<file path="src/rtl/puf_seq_pkg.sv">
// Package: shared types for the PUF challenge sequencer.
// Assumes: nothing beyond standard SystemVerilog.
package puf_seq_pkg;

    // Control states: idle, slot active (clear/launch/sample), slot remainder, run end.
    typedef enum logic [1:0] {
        ST_IDLE = 2'd0,
        ST_FIRE = 2'd1,
        ST_WAIT = 2'd2,
        ST_END  = 2'd3
    } seq_state_e;

endpackage

</file>
<file path="src/rtl/puf_slot_timer.sv">
// Module: puf_slot_timer
// Counts cycles within one challenge slot and decodes the clear window,
// the launch window, the sample point and the last cycle of the slot.
// Assumes: CLR_CYCLES >= 1, LAUNCH_GAP >= 1, SETTLE_CYCLES >= 1, and the
// sample point falls at least two cycles before the slot ends.
module puf_slot_timer #(
    parameter int unsigned SLOT_CYCLES   = 10_000_000,
    parameter int unsigned CLR_CYCLES    = 4,
    parameter int unsigned LAUNCH_GAP    = 2,
    parameter int unsigned SETTLE_CYCLES = 16
) (
    input  logic clk,
    input  logic rst_n,
    input  logic clear_i,
    input  logic run_i,
    output logic clr_win_o,
    output logic launch_win_o,
    output logic sample_o,
    output logic slot_end_o
);
    localparam int unsigned LAUNCH_AT = CLR_CYCLES + LAUNCH_GAP;
    localparam int unsigned SAMPLE_AT = LAUNCH_AT + SETTLE_CYCLES;
    localparam int unsigned TW        = (SLOT_CYCLES > 2) ? $clog2(SLOT_CYCLES) : 1;
    localparam logic [TW-1:0] LAST_T   = TW'(SLOT_CYCLES - 1);
    localparam logic [TW-1:0] CLR_T    = TW'(CLR_CYCLES);
    localparam logic [TW-1:0] LAUNCH_T = TW'(LAUNCH_AT);
    localparam logic [TW-1:0] SAMPLE_T = TW'(SAMPLE_AT);

    logic [TW-1:0] t_q;

    // Purpose: confirm the parameters leave room for the whole sequence in a slot.
    initial begin
        params_ok_chk: assert (CLR_CYCLES >= 1 && LAUNCH_GAP >= 1 && SETTLE_CYCLES >= 1
                               && SAMPLE_AT + 2 <= SLOT_CYCLES);
    end

    // Purpose: slot cycle counter, restarted on clear, wrapping at the slot end.
    always_ff @(posedge clk) begin
        if (!rst_n) begin
            t_q <= '0;
        end else if (clear_i) begin
            t_q <= '0;
        end else if (run_i) begin
            t_q <= (t_q == LAST_T) ? '0 : t_q + TW'(1);
        end
    end

    // Purpose: decode the windows within the slot from the cycle count.
    always_comb begin
        clr_win_o    = (t_q < CLR_T);
        launch_win_o = (t_q >= LAUNCH_T) && (t_q <= SAMPLE_T);
        sample_o     = (t_q == SAMPLE_T);
        slot_end_o   = (t_q == LAST_T);
    end


    t_range_chk: assert property (@(posedge clk) disable iff (!rst_n)
        t_q <= LAST_T);


    t_wrap_chk: assert property (@(posedge clk) disable iff (!rst_n)
        (run_i && !clear_i && t_q == LAST_T) |=> (t_q == '0));


    t_hold_chk: assert property (@(posedge clk) disable iff (!rst_n)
        (!run_i && !clear_i) |=> $stable(t_q));

endmodule

</file>
<file path="src/rtl/puf_chal_counter.sv">
// Module: puf_chal_counter
// Holds the current challenge. It clears on request and advances by one on
// each increment, saturating at the all-ones value so that the last
// challenge remains visible after the run ends.
// Assumes: clear and increment are never requested in the same cycle.
module puf_chal_counter #(
    parameter int unsigned CW = 8
) (
    input  logic          clk,
    input  logic          rst_n,
    input  logic          clr_i,
    input  logic          inc_i,
    output logic [CW-1:0] cnt_o,
    output logic          at_max_o
);
    localparam logic [CW-1:0] MAX_V = '1;

    logic [CW-1:0] cnt_q;

    // Purpose: challenge register with clear and saturating increment.
    always_ff @(posedge clk) begin
        if (!rst_n) begin
            cnt_q <= '0;
        end else if (clr_i) begin
            cnt_q <= '0;
        end else if (inc_i && cnt_q != MAX_V) begin
            cnt_q <= cnt_q + CW'(1);
        end
    end

    assign cnt_o    = cnt_q;
    assign at_max_o = (cnt_q == MAX_V);


    cnt_step_chk: assert property (@(posedge clk) disable iff (!rst_n)
        (inc_i && !clr_i && !at_max_o) |=> (cnt_q == $past(cnt_q) + CW'(1)));


    cnt_hold_chk: assert property (@(posedge clk) disable iff (!rst_n)
        (!inc_i && !clr_i) |=> $stable(cnt_q));


    cnt_sat_chk: assert property (@(posedge clk) disable iff (!rst_n)
        (at_max_o && !clr_i) |=> at_max_o);

endmodule

</file>
<file path="src/rtl/puf_seq_ctrl.sv">
// Module: puf_seq_ctrl
// Control state machine of the sequencer. It starts a run, alternates the
// active slot phase with the slot remainder, advances the challenge at each
// sample point, and ends the run after the last challenge.
// Assumes: the timer sample point lies strictly before the slot end.
module puf_seq_ctrl
    import puf_seq_pkg::*;
(
    input  logic clk,
    input  logic rst_n,
    input  logic start_i,
    input  logic sample_i,
    input  logic slot_end_i,
    input  logic at_max_i,
    output logic fire_o,
    output logic timer_clr_o,
    output logic timer_run_o,
    output logic cnt_clr_o,
    output logic cnt_inc_o,
    output logic done_o
);
    seq_state_e state_q, state_d;
    logic       done_q;
    logic       begin_run;
    logic       last_sample;

    assign begin_run   = (state_q == ST_IDLE) && start_i;
    assign last_sample = (state_q == ST_FIRE) && sample_i && at_max_i;

    // Purpose: next-state selection.
    always_comb begin
        state_d = state_q;
        unique case (state_q)
            ST_IDLE: if (start_i)    state_d = ST_FIRE;
            ST_FIRE: if (sample_i)   state_d = at_max_i ? ST_END : ST_WAIT;
            ST_WAIT: if (slot_end_i) state_d = ST_FIRE;
            ST_END:                  state_d = ST_IDLE;
            default:                 state_d = ST_IDLE;
        endcase
    end

    // Purpose: state register.
    always_ff @(posedge clk) begin
        if (!rst_n) state_q <= ST_IDLE;
        else        state_q <= state_d;
    end

    // Purpose: completion flag, set on the last sample, cleared on a new start.
    always_ff @(posedge clk) begin
        if (!rst_n)           done_q <= 1'b0;
        else if (begin_run)   done_q <= 1'b0;
        else if (last_sample) done_q <= 1'b1;
    end

    // Purpose: drive the datapath controls from the state.
    always_comb begin
        fire_o      = (state_q == ST_FIRE);
        timer_clr_o = begin_run;
        timer_run_o = (state_q == ST_FIRE) || (state_q == ST_WAIT);
        cnt_clr_o   = begin_run;
        cnt_inc_o   = (state_q == ST_FIRE) && sample_i;
        done_o      = done_q;
    end


    done_rise_chk: assert property (@(posedge clk) disable iff (!rst_n)
        $rose(done_q) |-> $past(state_q == ST_FIRE && sample_i && at_max_i));


    done_keep_chk: assert property (@(posedge clk) disable iff (!rst_n)
        (done_q && !start_i) |=> done_q);


    end_idle_chk: assert property (@(posedge clk) disable iff (!rst_n)
        (state_q == ST_END) |=> (state_q == ST_IDLE));


    busy_start_chk: assert property (@(posedge clk) disable iff (!rst_n)
        (state_q == ST_WAIT && start_i && !slot_end_i) |=> (state_q == ST_WAIT));

endmodule

</file>
<file path="src/rtl/puf_challenge_seq.sv">
// Module: puf_challenge_seq (top)
// Automatic challenge sequencer for a delay-based PUF. It issues 256
// ascending challenges and, in each slot, applies a latch clear, then a
// launch edge, then a one-cycle response strobe.
// Assumes: puf_resp_i is settled by the sample point, and all slot timing
// parameters are given in cycles of clk.
module puf_challenge_seq #(
    parameter int unsigned SLOT_CYCLES   = 10_000_000,
    parameter int unsigned CLR_CYCLES    = 4,
    parameter int unsigned LAUNCH_GAP    = 2,
    parameter int unsigned SETTLE_CYCLES = 16,
    parameter int unsigned CW            = 8
) (
    input  logic          clk,
    input  logic          rst_n,
    input  logic          start_i,
    input  logic          puf_resp_i,
    output logic [CW-1:0] challenge_o,
    output logic          latch_clr_o,
    output logic          launch_o,
    output logic          resp_valid_o,
    output logic          resp_bit_o,
    output logic          done_o,
    output logic [CW-1:0] count_o
);
    logic          clr_win, launch_win, sample_pt, slot_end;
    logic          fire, timer_clr, timer_run, cnt_clr, cnt_inc, at_max;
    logic [CW-1:0] cnt;

    puf_slot_timer #(
        .SLOT_CYCLES  (SLOT_CYCLES),
        .CLR_CYCLES   (CLR_CYCLES),
        .LAUNCH_GAP   (LAUNCH_GAP),
        .SETTLE_CYCLES(SETTLE_CYCLES)
    ) timer_i (
        .clk         (clk),
        .rst_n       (rst_n),
        .clear_i     (timer_clr),
        .run_i       (timer_run),
        .clr_win_o   (clr_win),
        .launch_win_o(launch_win),
        .sample_o    (sample_pt),
        .slot_end_o  (slot_end)
    );

    puf_chal_counter #(.CW(CW)) counter_i (
        .clk     (clk),
        .rst_n   (rst_n),
        .clr_i   (cnt_clr),
        .inc_i   (cnt_inc),
        .cnt_o   (cnt),
        .at_max_o(at_max)
    );

    puf_seq_ctrl ctrl_i (
        .clk        (clk),
        .rst_n      (rst_n),
        .start_i    (start_i),
        .sample_i   (sample_pt),
        .slot_end_i (slot_end),
        .at_max_i   (at_max),
        .fire_o     (fire),
        .timer_clr_o(timer_clr),
        .timer_run_o(timer_run),
        .cnt_clr_o  (cnt_clr),
        .cnt_inc_o  (cnt_inc),
        .done_o     (done_o)
    );

    // Purpose: gate the timer windows with the active slot phase to form the outputs.
    always_comb begin
        latch_clr_o  = fire && clr_win;
        launch_o     = fire && launch_win;
        resp_valid_o = fire && sample_pt;
        resp_bit_o   = fire && sample_pt && puf_resp_i;
        challenge_o  = cnt;
        count_o      = cnt;
    end


    no_overlap_chk: assert property (@(posedge clk) disable iff (!rst_n)
        !(latch_clr_o && launch_o));


    launch_after_clr_chk: assert property (@(posedge clk) disable iff (!rst_n)
        $rose(launch_o) |-> $past(!latch_clr_o));


    strobe_single_chk: assert property (@(posedge clk) disable iff (!rst_n)
        resp_valid_o |=> !resp_valid_o);


    launch_drop_chk: assert property (@(posedge clk) disable iff (!rst_n)
        resp_valid_o |=> !launch_o);


    chal_stable_chk: assert property (@(posedge clk) disable iff (!rst_n)
        (!resp_valid_o && !start_i) |=> $stable(challenge_o));


    quiet_done_chk: assert property (@(posedge clk) disable iff (!rst_n)
        (done_o && !start_i) |=> (!latch_clr_o && !launch_o && !resp_valid_o));

endmodule

</file>
<file path="config.mk">
export PLATFORM = sky130hd
export DESIGN_NAME = puf_challenge_seq
export DESIGN_NICKNAME = d
export VERILOG_FILES = /design/src/rtl/puf_seq_pkg.sv /design/src/rtl/puf_slot_timer.sv /design/src/rtl/puf_chal_counter.sv /design/src/rtl/puf_seq_ctrl.sv /design/src/rtl/puf_challenge_seq.sv
export SDC_FILE = /design/constraint.sdc
export NUM_CORES = 1
export LEC_CHECK = 0
export BUFFER_PORTS_ARGS = -buffer_cell sky130_fd_sc_hd__buf_2
export CORE_MARGIN = 8
export CORE_UTILIZATION = 62
export DETAILED_ROUTE_END_ITERATION = 12
export PLACE_DENSITY = 0.8
export RECOVER_POWER = 50
export SLEW_MARGIN = 20
export SYNTH_ARGS = -nofsm -noshare
export SYNTH_HDL_FRONTEND = slang
export SYNTH_HIERARCHICAL = 1
export SYNTH_SLANG_ARGS = --single-unit
</file>
<file path="constraint.sdc">
create_clock -name clk -period 6.1 [get_ports clk]
set_input_delay 0.305 -clock clk [delete_from_list [all_inputs] [get_ports clk]]
set_output_delay 0.305 -clock clk [all_outputs]
set_load 0.02 [all_outputs]
</file>
==> results of run 1 <==
==> per-layer routing <==
layer	wire, um	share of wire	GRT usage
met4	64	0.016	0.0778
met3	200	0.049	0.0371
met2	1890	0.47	0.249
met1	1910	0.47	0.199
met5	0	0	0
==> tightest hold or removal path, cell delays in order <==
cell	delay [ns]
buf_2	0.15
nand2_1	0.07
mux2i_1	0.06
==> power groups by stage <==
stage	Combinational, mW	Sequential (mW)	Clock (mW)
2_1_floorplan	0.0971	0.250	0
3_3_place_gp	0.103	0.252	0
3_5_place_dp	0.104	0.253	0
4_1_cts	0.105	0.248	0.164
5_1_grt	0.118	0.250	0.171
6_report	0.104	0.248	0.159
==> registers in the layout (all words and copies together), names as in the netlist <==
name             flops
counter_i/cnt_o      8
ctrl_i/done_o        1
ctrl_i/state_q       2
timer_i/t_q         24
==> cell families (layout without fill, tap and decap cells) <==
family	after synthesis	in the layout
flip-flops	35	35
buffers and inverters	28	40
adder cells (fa/ha/maj)	7	7
XOR/XNOR	21	21
multiplexers	4	4
AO/OA/AOI/OAI	23	23
AND/OR/NAND/NOR	123	123
==> layout make-up <==
cell class / count / area share
clock buffers: 6 / 0.0197
clock inverters: 1 / 0.0143
inverters: 9 / 0.0161
multi-input cells: 178 / 0.542
flip-flops and latches: 35 / 0.334
well taps: 44 / 0.0263
repair buffers: 24 / 0.0471
==> Yosys cell counts (7+ instances only) <==
cell type	instances
dfxtp_1	35
inv_1	9
xnor2_1	7
nand4_1	10
and2_1	7
nand2_1	19
nor2_1	27
a21oi_1	9
nor3_1	10
nand3_1	13
ha_1	7
buf_4	10
xor2_1	14
==> layout by cell type (no fill, tap or decap), drive strengths merged, types with 2 or more instances in the layout <==
cell | synthesis | final
and2 | 10 | 10
nor3 | 11 | 11
nand3b | 4 | 4
dfxtp | 35 | 35
a31oi | 2 | 2
and4 | 6 | 6
clkbuf | 1 | 23
xnor2 | 7 | 7
buf | 18 | 7
or4 | 2 | 2
nand4 | 10 | 10
o21ai | 3 | 3
nand2b | 6 | 6
nand2 | 19 | 19
nand3 | 14 | 14
and3 | 6 | 6
ha | 7 | 7
a21oi | 9 | 9
nor4 | 5 | 5
nor2 | 27 | 27
xor2 | 14 | 14
inv | 9 | 9
mux2i | 4 | 4
==> metrics by stage <==
stage          power, mW  setup WS, ns  hold WS, ns  cell area [um^2]  utilization
6_report           0.511          3.52        0.301              2100        0.681
2_1_floorplan      0.348          3.86        0.451              2010            -
4_1_cts            0.517          3.53        0.289              2130        0.692
5_1_grt            0.538          3.12        0.304              2100        0.681
3_5_place_dp       0.357          3.58        0.501              2060        0.669
3_3_place_gp       0.355          3.69        0.492              2060        0.669
==> worst paths after layout <==
check / cells after the start / to / from / slack [ns]
setup reg to reg: 8 / counter_i/cnt_o[5] / timer_i/t_q[7] / 3.52
hold reg to reg: 2 / timer_i/t_q[0] / timer_i/t_q[0] / 0.52
hold / removal: 3 / ctrl_i/state_q[1] / rst_n / 0.30
setup / recovery: 8 / counter_i/cnt_o[5] / timer_i/t_q[7] / 3.52
==> results.ini, run 1 <==
[yosys]
ys_ff_latch = 35
syn_nets = 252
avgSynthCellArea_um2 = 8.36
synth_area_leaders = dfxtp_1 35%, xor2_1 6.1%, nor2_1 5.0%, ha_1 4.3%, buf_4 3.7%
synth_cells = 241
yosysTopAreaCellShare = 0.348
ys.flop_type = dfxtp_1
yosysTopAreaCell = dfxtp_1
ys_types = 43
synth_edf_count = 0
synth_compound_area_frac = 0.0739
synthSimpleGateAreaFrac = 0.342
netlist_area_mm2 = 0.00201
muxShareOfSynthArea = 0.0199
yosys.area_share.adder = 0.0435
ys_seq_area_frac = 0.348
yosys_warnings = 6
synth_xor_area_frac = 0.0913
async_reset_ff_frac = 0
synth_top_family_by_area = simple AND/OR/NAND/NOR gates

[detailed_routing]
avgRoutedWirePerCell_um = 13.7
via_per_inst = 5.64
drt_iter0_drc = 240
antenna_left = 0
route.detailed.drc = 0
drt_first_pass_iters = 4
dr_total_vias = 1674
drt_wl_total_mm = 4.06

[clock_tree]
cts-root-buf = clkbuf_4
cts_buffers = 5
clkTransAtPathRegs_ns = 0.11
clock_path_buffers = 2
cts_hold_buf = 0
htreeDepth = 2
cts_resized = 0
clock_latency_ns = 0.33
clock-sinks = 35
postCtsSetupRepairBufs = 0
cts_tree = done

[worst_hold_path]
hold_class = input port to register

[cells_and_area]
fillerInstances = 280
final_nets = 264
ff_latch_area_um2 = 701
areaGrowthSynthToFinish_pct = 4.10
n_antenna_cell = 0
layout.cells.non_filler = 297
multi_input_area_mm2 = 0.00114
drive_gt1_frac = 0.0791

[placement]
hpwl_mm = 2.87
gp_congestion = 0.820
dp_cells = 290
port_buffers = 24

[timing]
final.setup.tns_ns = 0
period_share = 0.423
max_freq_mhz = 387
timing.final.hold_violations = 0
finalClockSkew_ns = 0.00901
setup_viol = 0
finalCriticalPeriod_ns = 2.58
slew_headroom = 0.623
max_slew.worst_pin.slew_ns = 0.566
final_max_slew_viol_count = 0
rsz0062_at_grt = no

[floorplan]
start_util = 0.654
rows = 20
die_x_um = 73
die_h_um = 73
design.die.area_mm2 = 0.00533
io_pins = 25
core_area_mm2 = 0.00308

[pwr]
switching_share = 0.287
internal_power_mw = 0.364
p_per_area_mw_per_mm2 = 244
leakage_nw = 0.754
net-switching-power_mw = 0.147
vdd_drop_max_v = 0.000211
pwr-share-seq = 0.485
clockPowerShare = 0.311
pwr-share-comb = 0.204

[critical_path]
crit_buf_inv = 0
worstPathRequired_ns = 6.32
path_cells = nor4_1, nand3_1, nand4b_1, nor3_1, and2_1, nand4_1, a2111oi_0, nor3_1
critical_path.most_common_cell = nor3_1
slowest_delay_ns = 0.43
cpLargestDelayFamily = simple AND/OR/NAND/NOR gates
end_kind = register
critPathLaunchType = register
slowest_stage = a2111oi_0
cp_data_arrival_time_ns = 2.81
crit_type = register to register
critPathMaxFanout = 7

[grt]
grt_antenna_before_repair = 0
grtUsageTotal = 0.159
gr-total-overflow = 0
grt_max_degree = 19
grt_pass1_wl_mm = 6.89
grt_pass1_vias = 1545

[job]
drv_cap = 0

[status]
status = completed

(Power assumes the default switching activity.)
==> run 2: changes to the inputs <==
- CORE_UTILIZATION: 62 -> 57
- PLACE_DENSITY: 0.8 -> 0.75
- clock period: 6.1 -> 2.7 ns (I/O delays scaled with it)
==> run 2 against run 1 <==
Net effect:
- combinational power is 130% higher
- sequential share of layout area hardly changed
- largest cell class unchanged
- sequential power is 130% higher
- critical path depth stayed put
- die area is 6.8% higher
- global-route usage is 1.2 points lower
- routed wire length is 4.0% lower
- clock power is 72% higher
- count of clock-buffer cells in the layout is 1 lower
- highest routed layer unchanged
- final area is 0.12% lower
- register-to-register slack worse by 3.2 ns
- power is 110% higher
==> results.ini, run 2 (same netlist as run 1, synthesis figures left out) <==
[status]
status = completed  ; unchanged

[timing]
finalClockSkew_ns = 0.00956  ; was 0.00901 ns
slew_headroom = 0.618  ; was 0.623
rsz0062_at_grt = no  ; unchanged
final_max_slew_viol_count = 0  ; unchanged
finalCriticalPeriod_ns = 2.40  ; was 2.58 ns
setup_viol = 0  ; unchanged
period_share = 0.891  ; was 0.423
final.setup.tns_ns = 0  ; unchanged
max_slew.worst_pin.slew_ns = 0.573  ; was 0.566 ns
timing.final.hold_violations = 0  ; unchanged
max_freq_mhz = 416  ; was 387 MHz

[cells_and_area]
largest_reg_flops = 24  ; unchanged
multi_input_area_mm2 = 0.00114  ; about the same
fillerInstances = 335  ; was 280
layout_common_cells = 35 x dfxtp_1, 27 x nor2_1, 19 x nand2_1, 17 x clkbuf_1, 14 x xor2_1  ; was 35 x dfxtp_1, 27 x nor2_1, 19 x nand2_1, 18 x clkbuf_1, 14 x xor2_1
drive_gt1_frac = 0.0941  ; was 0.0791
ff_latch_area_um2 = 701  ; unchanged
final_common_cell = dfxtp_1  ; unchanged
n_antenna_cell = 0  ; unchanged
regMostFlops = timer_i/t_q  ; unchanged
final_nets = 265  ; was 264
areaGrowthSynthToFinish_pct = 3.98  ; was 4.10%

[detailed_routing]
via_per_inst = 5.47  ; was 5.64
route.detailed.drc = 0  ; unchanged
drt_iter0_drc = 181  ; was 240
drt_first_pass_iters = 4  ; unchanged
antenna_left = 0  ; unchanged
avgRoutedWirePerCell_um = 12.9  ; was 13.7 um
dr_total_vias = 1645  ; was 1674
drt_wl_total_mm = 3.89  ; was 4.06 mm

[grt]
grt_pass1_vias = 1480  ; was 1545
grt_pass1_wl_mm = 6.51  ; was 6.89 mm
grt_antenna_before_repair = 0  ; unchanged
gr-usage-met2 = 0.230  ; was 0.249
gr-total-overflow = 0  ; unchanged
grt_max_degree = 19  ; unchanged
met1_usage = 0.184  ; was 0.199
grt-busiest-layer = met2  ; unchanged
grtUsageTotal = 0.148  ; was 0.159
use_met3 = 0.0421  ; was 0.0371

[clock_tree]
postCtsSetupRepairBufs = 0  ; unchanged
clkTransAtPathRegs_ns = 0.11  ; about the same
htreeDepth = 2  ; unchanged
cts_buffers = 5  ; unchanged
clock-sinks = 35  ; unchanged
clock_path_buffers = 2  ; unchanged
cts-root-buf = clkbuf_4  ; unchanged
cts_resized = 0  ; unchanged
cts_hold_buf = 0  ; unchanged
clock_latency_ns = 0.34  ; was 0.33 ns
cts_tree = done  ; unchanged

[critical_path]
worstPathRequired_ns = 2.94  ; was 6.32 ns
critPathLaunchType = register  ; unchanged
slowest_stage = a2111oi_0  ; unchanged
slowest_delay_ns = 0.42  ; was 0.43 ns
crit_type = register to register  ; unchanged
critPathMaxFanout = 7  ; unchanged
cp_data_arrival_time_ns = 2.64  ; was 2.81 ns
end_kind = register  ; unchanged
critical_path.most_common_cell = nor3_1  ; unchanged
path_cells = nor4_2, nand3_1, nand4b_1, nor3_1, and2_1, nand4_1, a2111oi_0, nor3_1  ; was nor4_1, nand3_1, nand4b_1, nor3_1, and2_1, nand4_1, a2111oi_0, nor3_1

[pwr]
net-switching-power_mw = 0.339  ; was 0.147 mW
internal_power_mw = 0.728  ; was 0.364 mW
power_mw = 1.07  ; was 0.511 mW
pwr-share-comb = 0.219  ; was 0.204
switching_share = 0.318  ; was 0.287
vdd_drop_max_v = 0.000524  ; was 0.000211 V
leakage_nw = 0.758  ; was 0.754 nW
p_per_area_mw_per_mm2 = 509  ; was 244 mW/mm^2
clockPowerShare = 0.257  ; was 0.311
pwr-share-seq = 0.524  ; was 0.485

[placement]
hpwl_mm = 2.86  ; was 2.87 mm
gp_congestion = 0.847  ; was 0.820
port_buffers = 24  ; unchanged

[worst_hold_path]
hold_class = input port to register  ; unchanged

[job]
drv_cap = 0  ; unchanged

[floorplan]
design.die.area_mm2 = 0.00569  ; was 0.00533 mm^2
rows = 21  ; was 20
start_util = 0.599  ; was 0.654
io_pins = 25  ; unchanged
core_area_mm2 = 0.00336  ; was 0.00308 mm^2
die_x_um = 75.5  ; was 73 um
die_h_um = 75.5  ; was 73 um

==> run 2: changes by cell type in the layout (fill, tap and decap cells not counted), sizes merged <==
cell    before  now
clkbuf      23   22
buf          7    8
bufinv       1    0
clkinv       0    3
==> run 2: worst paths after layout <==
kind	start	endpoint	slack, ns	cells past startpoint
worst max-delay path	timer_i/t_q[7]	counter_i/cnt_o[5]	0.30	8
worst min-delay path	rst_n	ctrl_i/state_q[1]	0.11	3
worst max register to register	timer_i/t_q[7]	counter_i/cnt_o[5]	0.30	8
worst min register to register	ctrl_i/state_q[1]	ctrl_i/state_q[1]	0.51	2
==> run 2: worst max-delay path: cells and delay by family (launching register included) <==
kind	cells	cell delay [ns]
AND/OR/NAND/NOR	7	1.52
AO/OA/AOI/OAI	1	0.42
flip-flops	1	0.36
==> run 2: through the flow <==
step	instance area, um^2	std cells	hold WS [ns]	util	worst slack [ns]
3_3_place_gp	2070	293	0.464	0.615	0.370
5_1_grt	2090	301	0.104	0.623	0.0521
6_report	2090	301	0.109	0.623	0.295
3_5_place_dp	2070	293	0.473	0.615	0.293
2_1_floorplan	2010	241	0.281	-	0.458
4_1_cts	2120	301	0.0969	0.631	0.269
==> run 2: power by group through the flow <==
stage	Clock, mW	Combinational [mW]	Sequential (mW)
6_report	0.274	0.234	0.559
5_1_grt	0.305	0.266	0.563
4_1_cts	0.286	0.238	0.560
3_5_place_dp	0	0.237	0.572
3_3_place_gp	0	0.233	0.570
2_1_floorplan	0	0.219	0.566
==> run 2: layer usage <==
metal  part of all wire  vias to the layer above
met5                  0                        -
met4              0.017                        0
met3              0.060                        7
met2               0.45                       32
met1               0.47                      754
li1                   -                      852
==> run 2: layout make-up <==
type                    count  area share
well taps                  46      0.0275
multi-input cells         178       0.546
flip-flops and latches     35       0.335
clock inverters             3     0.00717
repair buffers             25      0.0508
clock buffers               5      0.0179
inverters                   9      0.0161
